$ cat src/rtl/uart_flag_pkg.sv
package uart_flag_pkg;
  localparam int unsigned FLAG_W = 8;

  localparam int unsigned B_TXE   = 7;
  localparam int unsigned B_TXC   = 6;
  localparam int unsigned B_RXNE  = 5;
  localparam int unsigned B_IDLE  = 4;
  localparam int unsigned B_OVR   = 3;
  localparam int unsigned B_NOISE = 2;
  localparam int unsigned B_FRAME = 1;
  localparam int unsigned B_PAR   = 0;

  typedef logic [FLAG_W-1:0] flag_vec_t;

  // value of the status byte after reset
  localparam flag_vec_t FLAG_RST    = 8'hC0;
  // flags cleared by the write-ended sequence; the rest use the read-ended one
  localparam flag_vec_t WR_CLR_MASK = 8'hC0;
endpackage

$ cat src/rtl/ufc_flag_bit.sv
module ufc_flag_bit #(
  parameter logic RST_VAL = 1'b0
) (
  input  logic clk,
  input  logic rst_n,
  input  logic set_i,
  input  logic clr_i,
  output logic q_o
);
  logic q_q, q_d, q_en;

  // set has priority so that no event is lost
  always_comb begin
    q_en = set_i | clr_i;
    q_d  = set_i;
  end

  always_ff @(posedge clk or negedge rst_n) begin
    if (!rst_n)    q_q <= RST_VAL;
    else if (q_en) q_q <= q_d;
  end

  assign q_o = q_q;

  a_r9_set_wins: assert property (@(posedge clk) disable iff (!rst_n)
    set_i |=> q_o);
endmodule

$ cat src/rtl/ufc_clear_seq.sv
module ufc_clear_seq (
  input  logic clk,
  input  logic rst_n,
  input  logic sr_acc_i,
  input  logic dr_rd_i,
  input  logic dr_wr_i,
  output logic rd_clr_o,
  output logic wr_clr_o,
  output logic armed_o
);
  logic armed_q, armed_d, armed_en, dr_any;

  always_comb begin
    dr_any   = dr_rd_i | dr_wr_i;
    armed_en = sr_acc_i | dr_any;
    // a status access arms; a data access consumes the arming
    armed_d  = sr_acc_i | (armed_q & ~dr_any);
  end

  always_ff @(posedge clk or negedge rst_n) begin
    if (!rst_n)        armed_q <= 1'b0;
    else if (armed_en) armed_q <= armed_d;
  end

  assign rd_clr_o = armed_q & dr_rd_i;
  assign wr_clr_o = armed_q & dr_wr_i;
  assign armed_o  = armed_q;

  // one data access disarms the sequence
  a_r6_disarm: assert property (@(posedge clk) disable iff (!rst_n)
    (dr_any && !sr_acc_i) |=> !armed_o);
  a_r6_arm: assert property (@(posedge clk) disable iff (!rst_n)
    sr_acc_i |=> armed_o);
endmodule

$ cat src/rtl/ufc_idle_gate.sv
module ufc_idle_gate (
  input  logic clk,
  input  logic rst_n,
  input  logic rx_load_i,
  input  logic idle_set_i,
  output logic allow_o
);
  logic allow_q, allow_d, allow_en;

  always_comb begin
    allow_en = rx_load_i | idle_set_i;
    allow_d  = rx_load_i;
  end

  always_ff @(posedge clk or negedge rst_n) begin
    if (!rst_n)        allow_q <= 1'b1;
    else if (allow_en) allow_q <= allow_d;
  end

  assign allow_o = allow_q;

  // a new received byte always reopens the gate
  a_r8_reopen: assert property (@(posedge clk) disable iff (!rst_n)
    rx_load_i |=> allow_o);
endmodule

$ cat src/rtl/uart_flag_ctl.sv
module uart_flag_ctl
  import uart_flag_pkg::*;
(
  input  logic       clk,
  input  logic       rst_n,
  input  logic       ev_tx_load,
  input  logic       ev_tx_done,
  input  logic       ev_tx_special,
  input  logic       ev_rx_load,
  input  logic       ev_idle,
  input  logic       ev_overrun,
  input  logic       ev_noise,
  input  logic       ev_frame,
  input  logic       ev_parity,
  input  logic       sr_acc,
  input  logic       dr_rd,
  input  logic       dr_wr,
  input  logic       en_txe,
  input  logic       en_txc,
  input  logic       en_rx,
  input  logic       en_idle,
  output logic [7:0] status_o,
  output logic       irq_o
);
  // asynchronous assert, synchronous release
  logic [1:0] rs_q;
  logic       rst_q;

  always_ff @(posedge clk or negedge rst_n) begin
    if (!rst_n) rs_q <= 2'b00;
    else        rs_q <= {rs_q[0], 1'b1};
  end
  assign rst_q = rs_q[1];

  logic rd_clr, wr_clr, armed;
  logic idle_allow, idle_fire;
  flag_vec_t set_vec, clr_vec, flag_q;

  ufc_clear_seq u_seq (
    .clk      (clk),
    .rst_n    (rst_q),
    .sr_acc_i (sr_acc),
    .dr_rd_i  (dr_rd),
    .dr_wr_i  (dr_wr),
    .rd_clr_o (rd_clr),
    .wr_clr_o (wr_clr),
    .armed_o  (armed)
  );

  assign idle_fire = ev_idle & (idle_allow | ev_rx_load);

  ufc_idle_gate u_gate (
    .clk        (clk),
    .rst_n      (rst_q),
    .rx_load_i  (ev_rx_load),
    .idle_set_i (idle_fire),
    .allow_o    (idle_allow)
  );

  always_comb begin
    set_vec          = '0;
    set_vec[B_TXE]   = ev_tx_load;
    set_vec[B_TXC]   = ev_tx_done & ~ev_tx_special;
    set_vec[B_RXNE]  = ev_rx_load;
    set_vec[B_IDLE]  = idle_fire;
    set_vec[B_OVR]   = ev_overrun;
    set_vec[B_NOISE] = ev_noise;
    set_vec[B_FRAME] = ev_frame;
    set_vec[B_PAR]   = ev_parity;
  end

  for (genvar g = 0; g < FLAG_W; g++) begin : g_flag
    if (WR_CLR_MASK[g]) begin : g_wr
      assign clr_vec[g] = wr_clr;
    end else begin : g_rd
      assign clr_vec[g] = rd_clr;
    end

    ufc_flag_bit #(.RST_VAL(FLAG_RST[g])) u_bit (
      .clk   (clk),
      .rst_n (rst_q),
      .set_i (set_vec[g]),
      .clr_i (clr_vec[g]),
      .q_o   (flag_q[g])
    );
  end

  assign status_o = flag_q;

  always_comb begin
    irq_o = (flag_q[B_TXE]  & en_txe)
          | (flag_q[B_TXC]  & en_txc)
          | ((flag_q[B_RXNE] | flag_q[B_OVR]) & en_rx)
          | (flag_q[B_IDLE] & en_idle);
  end

  // with the sequence disarmed a set flag cannot drop
  a_r3_rxne_hold: assert property (@(posedge clk) disable iff (!rst_q)
    (status_o[5] && !armed) |=> status_o[5]);
  a_r3_txe_hold: assert property (@(posedge clk) disable iff (!rst_q)
    (status_o[7] && !armed) |=> status_o[7]);
  // a break/preamble completion never raises transmit-complete
  a_r7_special_no_tc: assert property (@(posedge clk) disable iff (!rst_q)
    (!status_o[6] && ev_tx_special) |=> !status_o[6]);
  // idle stays low while the gate is closed and no byte arrives
  a_r8_idle_blocked: assert property (@(posedge clk) disable iff (!rst_q)
    (!idle_allow && !ev_rx_load && !status_o[4]) |=> !status_o[4]);
  // no flag set means no request
  a_r10_quiet: assert property (@(posedge clk) disable iff (!rst_q)
    (status_o == 8'h00) |-> !irq_o);
  a_r10_rx_irq: assert property (@(posedge clk) disable iff (!rst_q)
    (status_o[3] && en_rx) |-> irq_o);
endmodule

$ cat config.mk
export PLATFORM = sky130hd
export DESIGN_NAME = uart_flag_ctl
export DESIGN_NICKNAME = d
export VERILOG_FILES = /design/src/rtl/uart_flag_pkg.sv /design/src/rtl/ufc_flag_bit.sv /design/src/rtl/ufc_clear_seq.sv /design/src/rtl/ufc_idle_gate.sv /design/src/rtl/uart_flag_ctl.sv
export SDC_FILE = /design/constraint.sdc
export NUM_CORES = 1
export LEC_CHECK = 0
export BUFFER_PORTS_ARGS = -buffer_cell sky130_fd_sc_hd__buf_2
export CORE_MARGIN = 3
export CORE_UTILIZATION = 30
export DETAILED_ROUTE_END_ITERATION = 8
export SYNTH_ARGS = -nofsm -noshare
export SYNTH_HDL_FRONTEND = slang
export SYNTH_HIERARCHICAL = 1
export SYNTH_SLANG_ARGS = --single-unit
$ cat constraint.sdc
create_clock -name clk -period 2.05 [get_ports clk]
set_clock_uncertainty 0.2 [all_clocks]
set_input_delay 0.3075 -clock clk [delete_from_list [all_inputs] [get_ports clk]]
set_output_delay 0.3075 -clock clk [all_outputs]
set_load 0.01 [all_outputs]
==> flow_summary.ini, run 1 <==
[synth]
yosys.area.top_type = dfrtp_1
netlist_area_um2 = 467
yosysWarnings = 6
syn_nets = 58
synth_area_leaders = dfrtp_1 (48%), dfstp_2 (17%), a21o_1 (16%), inv_1 (7.2%), a222oi_1 (2.1%)
syn_area_per_cell_um2 = 11.7
syn_inst = 40
ys_ff_latch = 12
yosysTopAreaCellShare_pct = 48.3
ys_types = 13
seq_area_frac_synth_pct = 65.1

[place]
dp_hpwl_um = 716
dpl-instance-area_um2 = 616
place_congestion = 0.602
dp_cells = 81
pre_cts_ws_ns = 0.630
io_buffers = 26

[routing]
first_pass_iters = 4
drc = 0
ant_nets = 0
vias_per_cell = 4.30
drt_iter0_drc = 11
wl_per_cell_um = 10.5
totalWireLength_um = 912
vias = 374

[worst_setup_path]
rrSetupSlack_ns = 0.84
crit_fanout = 3
path_class = flip-flop to primary output
cp_data_required_time_ns = 1.54
r2r_start = rs_q[1]$_DFF_PN0_
setup.worst_path.start_class = flip-flop
crit_path_end_kind = primary output
crit_start = g_flag[4].u_bit/q_o$_DFFE_PN0P_
worstPathArrival_ns = 1.21

[timing]
finalHoldViolCount = 0
fin_setup_tns_ns = 0
fmax_mhz = 583
finalWorstSetupSlack_ns = 0.335
min_period_ns = 1.71
slew_viol_final = 0
setup_viol = 0
rsz0062_at_grt = no
finalCritPeriodShare_pct = 83.6
fin_hold_ws_ns = 0.00881

[power]
p_per_area_nw_per_um2 = 743
power_leakage_nw = 0.344
peakVddDrop_mv = 0.387
power.total_mw = 0.492

[floorplan]
die-area_um2 = 2060
die_x_um = 45.4
initial_utilization_pct = 33.8
core_um2 = 1380
die_h_um = 45.4
core.rowCount = 13
io_pins = 27

[clock_network]
post_cts_buffers = 0
numCtsBuffers = 3
htree_num_levels = 1
cts_sinks = 12
clk_pin_slew_ns = 0.08
root_buffer = clkbuf_4
cts_tree = done
clk-insertion-delay-late_ns = 0.26
clk_path_buf_depth = 2
cts_resized = 0
hold_buffers = 2

[global_route]
gr-usage-met3_pct = 3.16
antenna_found_initial = 0
grt_pass1_vias = 391
grt.busiest_layer = met2
grt_max_degree = 8
use_met2_pct = 15.6
grt_usage_pct = 10.1
grt_pass1_wl_mm = 1.47
use_met1_pct = 11.8
globalRouteOverflowTotal = 0

[cells_and_area]
fin_nets = 91
mostFrequentLayoutCells = buf_2 (26), a21o_1 (10), inv_1 (9), dfrtp_1 (9)
drive_gt1_share_pct = 45.8
final_common_cell = buf_2
synthToLayoutAreaGrowth_pct = 41.8
final_cells = 87
final_area_um2 = 662
utilization_pct = 47.9
diodes = 0
num-fill-cells = 142

[outcome]
status = complete, no violations

[worst_hold_path]
hold_start = ev_frame
hold_class = input port to flip-flop

[job]
maxCapViolations = 0
[per-layer routing]
| layer | share of wire, % | up-vias |
|---|---|---|
| li1 | - | 191 |
| met1 | 42 | 166 |
| met2 | 47 | 17 |
| met3 | 11 | 0 |
| met4 | 0 | 0 |
| met5 | 0 | - |
[registers in the layout (all words and copies together), names as in the netlist]
| signal | cells |
|---|---|
| u_seq/armed_o | 1 |
| rs_q | 2 |
| g_flag.u_bit/q_o | 8 |
| u_gate/allow_o | 1 |
[power breakdown]
group	switching, mW	internal (mW)	leakage, nW	total [mW]
logic	0.0317	0.0395	0.202	0.0711
clock network	0.0757	0.0752	0.0150	0.151
registers	0.0115	0.258	0.128	0.270
[kinds of logic (layout without fill, tap and decap cells)]
group | after synthesis | after routing | share of synthesized area [%]
AO/OA/AOI/OAI | 13 | 13 | 20.9
buffers and inverters | 9 | 41 | 7.24
flip-flops | 12 | 12 | 65.1
other | 1 | 1 | 0.804
AND/OR/NAND/NOR | 5 | 5 | 5.90
[layout make-up]
cell class / instances / area, µm² / area share [%]
clock buffer: 4 / 26.3 / 3.97
multi-input combinational: 19 / 129 / 19.5
inverter: 9 / 33.8 / 5.10
tap: 15 / 18.8 / 2.84
timing repair buffer: 28 / 150 / 22.7
sequential: 12 / 304 / 45.9
[final timing paths]
| check | to | cells past startpoint |
|---|---|---|
| worst max-delay path | irq_o | 3 |
| worst min-delay path | g_flag[1].u_bit/q_o$_DFFE_PN0P_ | 2 |
| worst max register to register | u_seq/armed_o$_DFFE_PN0P_ | 1 |
| worst min register to register | u_gate/allow_o$_DFFE_PN1P_ | 0 |
| max in group asynchronous | u_seq/armed_o$_DFFE_PN0P_ | 1 |
| min in group asynchronous | u_gate/allow_o$_DFFE_PN1P_ | 0 |
[worst max-delay path, cell delays in order (launching register included)]
cell	delay, ns
dfrtp_1	0.40
a222oi_1	0.32
nand2_1	0.08
buf_2	0.14
[cell usage after synthesis]
cell type and instances:
nand2_1 1, dfrtp_1 9, dfstp_2 3, a222oi_1 1
and2_2 1, a21o_1 10, o21ai_0 1, inv_1 9
nor2b_1 1, and2_1 1, conb_1 1, nor2_1 1
o21a_1 1
Power figures use the tool's default switching activity.
==> run 2, diff against run 1 <==
- ABC_AREA: unset -> 1
- clock period: 2.05 -> 1.7 ns (I/O delays scaled with it)
==> flow_summary.ini, run 2 <==
[cells_and_area]
drive_gt1_share_pct = 30.6
mostFrequentLayoutCells = nand2_1 (27), buf_2 (26), inv_1 (23), dlygate4sd3_1 (10), dfrtp_1 (9)
multiInputGateArea_um2 = 129
diodes = 0
num-fill-cells = 164
largest_reg_flops = 8
final_common_cell = nand2_1
final_cells = 124
synthToLayoutAreaGrowth_pct = 55.2
seqCellArea_um2 = 304
fin_nets = 127

[clock_network]
clk_pin_slew_ns = 0.07
post_cts_buffers = 0
htree_num_levels = 1
root_buffer = clkbuf_4
cts_resized = 0
clk_path_buf_depth = 2
numCtsBuffers = 3
cts_tree = done
clk-insertion-delay-late_ns = 0.27
cts_sinks = 12

[worst_setup_path]
setup.worst_path.start_class = flip-flop
ff2ff_path_depth = 1
reg2reg_to = g_flag[4].u_bit/q_o$_DFFE_PN0P_
crit_fanout = 3
path_class = flip-flop to primary output
r2r_start = rs_q[1]$_DFF_PN0_
rrSetupSlack_ns = 0.46
cp_data_required_time_ns = 1.24
crit_path_end_kind = primary output
worstPathArrival_ns = 1.11

[timing]
finalWorstSetupSlack_ns = 0.137
slew_viol_final = 0
finalHoldViolCount = 0
rsz0062_at_grt = no
fmax_mhz = 640
fin_setup_tns_ns = 0
min_period_ns = 1.56
setup_viol = 0
fin_hold_ws_ns = 0.0218
finalCritPeriodShare_pct = 92.0

[synth]
netlist_area_um2 = 519
ys_ff_latch = 12
async_reset_ff_share_pct = 100
yosysWarnings = 6
ys.flop_type = dfrtp_1
syn_inst = 68
syn_area_per_cell_um2 = 7.64
yosys.area.top_type = dfrtp_1
yosysTopAreaCellShare_pct = 43.4
seq_area_frac_synth_pct = 58.6
ys_types = 8
synthTopCellsByCount = nand2_1 (27), inv_1 (23), dfrtp_1 (9), dfstp_2 (3), nor2_1 (3)
synth_area_leaders = dfrtp_1 (43%), nand2_1 (20%), inv_1 (17%), dfstp_2 (15%), nor2_1 (2.2%)
synth_edf_count = 0
yosys.cell_count.top_type = nand2_1
syn_nets = 86

[global_route]
grt_pass1_vias = 455
grt_max_degree = 8
globalRouteOverflowTotal = 0
grt_pass1_wl_mm = 1.75
antenna_found_initial = 0
grt_usage_pct = 11.4

[floorplan]
die-area_um2 = 2270
core_um2 = 1560
initial_utilization_pct = 33.3
die_x_um = 47.6
die_h_um = 47.6
core.rowCount = 14
io_pins = 27

[worst_hold_path]
hold_class = input port to flip-flop
hold_start = dr_wr
holdPathEnd = u_seq/armed_o$_DFFE_PN0P_
holdPathStages = 4

[routing]
first_pass_iters = 2
ant_nets = 0
wl_per_cell_um = 8.61
vias_per_cell = 4.03
drc = 0
drt_iter0_drc = 1
vias = 500
totalWireLength_mm = 1.07

[power]
p_per_area_nw_per_um2 = 814
power.total_mw = 0.656
power_leakage_nw = 0.485
peakVddDrop_mv = 0.369

[place]
dp_cells = 110
pre_cts_ws_ns = 0.417
dp_hpwl_um = 769
place_congestion = 0.660
io_buffers = 26

[job]
maxCapViolations = 0

[outcome]
status = complete, no violations
[run 2: cell types whose count changed in the layout (fill, tap and decap cells not counted), sizes merged]
cell / change
a21o: -10
a222oi: -1
and2: -2
dlygate4sd3: +8
inv: +14
nand2: +26
nor2: +2
nor2b: -1
[run 2: repair_timing]
item                                    CTS  global route
hold buffers                             10             0
endpoints found under the setup margin    0             0
hold endpoints to repair                 18             0
[run 2: how the worst max path moves through the flow]
stage	start	end	slack, ns	depth (start not counted)
after floorplan	g_flag[6].u_bit/q_o$_DFFE_PN1P_	irq_o	0.48	4
after global placement	g_flag[6].u_bit/q_o$_DFFE_PN1P_	irq_o	0.44	5
after detailed placement	g_flag[6].u_bit/q_o$_DFFE_PN1P_	irq_o	0.42	5
after CTS	g_flag[6].u_bit/q_o$_DFFE_PN1P_	irq_o	0.11	5
after global routing	g_flag[7].u_bit/q_o$_DFFE_PN1P_	irq_o	0.04	5
final	g_flag[6].u_bit/q_o$_DFFE_PN1P_	irq_o	0.14	5
[run 2: power by group]
group / switching, mW / internal (mW) / total, mW
clock network: 0.0912 / 0.130 / 0.221
registers: 0.0139 / 0.312 / 0.325
logic: 0.0519 / 0.0575 / 0.109
total: 0.157 / 0.499 / 0.656
[run 2: worst max-delay path, cell delays in order (launching register included)]
cell and delay, ns:
dfstp_2 0.54, nand2_1 0.05, nand2_1 0.05, nor2_1 0.04, nand2_1 0.04, buf_2 0.12
[run 2: cells by family (layout without fill, tap and decap cells)]
| logic type | after synthesis | after routing | share of synthesized area (%) |
|---|---|---|---|
| DFF | 12 | 12 | 58.6 |
| buffers and inverters | 23 | 63 | 16.6 |
| AOI/OAI and AO/OA | 2 | 2 | 2.41 |
| and+or+nand+nor | 30 | 30 | 21.7 |
| other | 1 | 1 | 0.722 |
[run 2: area by class of cell]
class / instances / area share (%)
inverters: 23 / 10.7
repair buffers: 36 / 28.6
clock buffers: 4 / 4.50
multi-input cells: 33 / 16.0
well taps: 16 / 2.48
flip-flops and latches: 12 / 37.7
[run 2: metrics by stage]
step	utilization, %	instance area, µm²
2_1_floorplan	-	519
3_3_place_gp	42.9	669
3_5_place_dp	42.9	669
4_1_cts	51.7	806
5_1_grt	51.7	806
6_report	51.7	806
[run 2: routing by layer]
layer  GRT usage [%]  vias up  part of all wire [%]
li1                -      264                     -
met1            12.2      213                    45
met2            19.8       23                    46
met3            5.64        0                   8.7
met4            3.23        0                     0
met5               0        -                     0
==> run 3, diff against run 2 <==
- CORE_AREA: unset -> 3 3 40 42
- CORE_MARGIN: 3 -> unset
- CORE_UTILIZATION: 30 -> unset
- DIE_AREA: unset -> 0 0 43 45
- PLACE_DENSITY: unset -> 0.71
==> flow_summary.ini, run 3 (synthesis gave the netlist of run 2 again) <==
[power]
p_per_area_nw_per_um2 = 818
peakVddDrop_mv = 0.516
power.total_mw = 0.658
power_leakage_nw = 0.485

[worst_setup_path]
crit_fanout = 3
slowest_delay_ns = 0.54
crit_path_end_kind = primary output
ff2ff_path_depth = 1
slowest_stage = dfstp_2
cp_data_required_time_ns = 1.24
r2r_start = rs_q[1]$_DFF_PN0_
cp_num_cells = 5
worstPathArrival_ns = 1.10
setup.worst_path.start_class = flip-flop
path_common_cell = nand2_1
reg2reg_to = g_flag[1].u_bit/q_o$_DFFE_PN0P_
rrSetupSlack_ns = 0.44
path_delay_family = flip-flops
path_class = flip-flop to primary output
path_buf_inv = 1
path_cells = nand2_1 > nand2_1 > nor2_1 > nand2_1 > buf_2

[global_route]
grt_usage_pct = 12.3
grt_pass1_vias = 465
antenna_found_initial = 0
grt_pass1_wl_mm = 1.77
globalRouteOverflowTotal = 0
grt_max_degree = 8

[clock_network]
clk_pin_slew_ns = 0.07
root_buffer = clkbuf_4
htree_num_levels = 1
clk-insertion-delay-late_ns = 0.27
clk_path_buf_depth = 2
numCtsBuffers = 3
cts_sinks = 12
cts_tree = done

[floorplan]
core_um2 = 1280
io_pins = 27
die_x_um = 43
core.rowCount = 13
die_h_um = 45
die-area_um2 = 1940
initial_utilization_pct = 40.4

[cells_and_area]
num-fill-cells = 123
diodes = 0
synthToLayoutAreaGrowth_pct = 54.9
final_common_cell = nand2_1
largest_reg_flops = 8
fin_nets = 127
drive_gt1_share_pct = 30.6
mostFrequentLayoutCells = nand2_1 (27), buf_2 (26), inv_1 (23), dlygate4sd3_1 (10), dfrtp_1 (9)

[routing]
first_pass_iters = 2
vias_per_cell = 3.98
drc = 0
drt_iter0_drc = 5
totalWireLength_mm = 1.06
vias = 489
ant_nets = 0
wl_per_cell_um = 8.61

[worst_hold_path]
holdPathStages = 5
hold_class = input port to flip-flop
hold_start = ev_tx_done
holdPathEnd = g_flag[6].u_bit/q_o$_DFFE_PN1P_

[timing]
min_period_ns = 1.56
slew_viol_final = 0
fmax_mhz = 642
finalHoldViolCount = 0
finalCritPeriodShare_pct = 91.7
setup_viol = 0
fin_setup_tns_ns = 0
finalWorstSetupSlack_ns = 0.142
rsz0062_at_grt = no

[place]
dp_hpwl_um = 729
place_congestion = 0.614
pre_cts_ws_ns = 0.425
io_buffers = 26

[job]
maxCapViolations = 0

[outcome]
status = complete, no violations
-- run 3: cell counts in the layout (fill, tap and decap cells not counted) --
Identical to the previous run, type by type.
-- run 3: worst max-delay path by stage --
stage | endpoint | slack, ns | startpoint
floorplan | irq_o | 0.48 | g_flag[6].u_bit/q_o$_DFFE_PN1P_
global placement | irq_o | 0.44 | g_flag[6].u_bit/q_o$_DFFE_PN1P_
detailed placement | irq_o | 0.43 | g_flag[6].u_bit/q_o$_DFFE_PN1P_
global route | irq_o | 0.07 | g_flag[6].u_bit/q_o$_DFFE_PN1P_
finish | irq_o | 0.14 | g_flag[6].u_bit/q_o$_DFFE_PN1P_
CTS | irq_o | 0.12 | g_flag[6].u_bit/q_o$_DFFE_PN1P_
-- run 3: metal layers --
metal	vias up	part of all wire, %	wire [µm]	GRT usage, %
li1	265	-	-	-
met1	202	41	433	13.5
met2	20	50	528	23.1
met3	2	8.5	90	2.39
met4	0	0.57	6	5.42
met5	-	0	0	0
-- run 3: cell type report --
cell class / count / area [µm²] / area share, %
sequential: 12 / 304 / 37.8
inverter: 23 / 86.3 / 10.7
clock buffer: 4 / 36.3 / 4.51
tap: 15 / 18.8 / 2.33
multi-input combinational: 33 / 129 / 16.0
timing repair buffer: 36 / 230 / 28.6
-- run 3: metrics by stage --
stage | utilization [%] | cell area [µm²] | cells | hold WS, ns
2_1_floorplan | - | 519 | 68 | -0.241
3_3_place_gp | 52.0 | 668 | 109 | -0.159
3_5_place_dp | 52.0 | 668 | 109 | -0.158
4_1_cts | 62.6 | 805 | 123 | 0.0300
5_1_grt | 62.6 | 805 | 123 | 0.0558
6_report | 62.6 | 805 | 123 | 0.0345
-- run 3: power breakdown --
part / switching [mW] / internal, mW / total [mW]
sequential: 0.0136 / 0.311 / 0.325
combinational: 0.0525 / 0.0575 / 0.110
clock: 0.0931 / 0.130 / 0.223
total: 0.159 / 0.499 / 0.658
-- run 3: repair_timing --
item	4_1_cts	5_1_grt
endpoints found under the hold margin	18	0
buffers inserted	0	0
resized for setup	0	0
hold buffers	10	0
-- run 3: worst min-delay path, cell delays in order --
cell,delay (ns)
buf_2,0.09
inv_1,0.04
nor2_1,0.03
inv_1,0.04
nand2_1,0.04
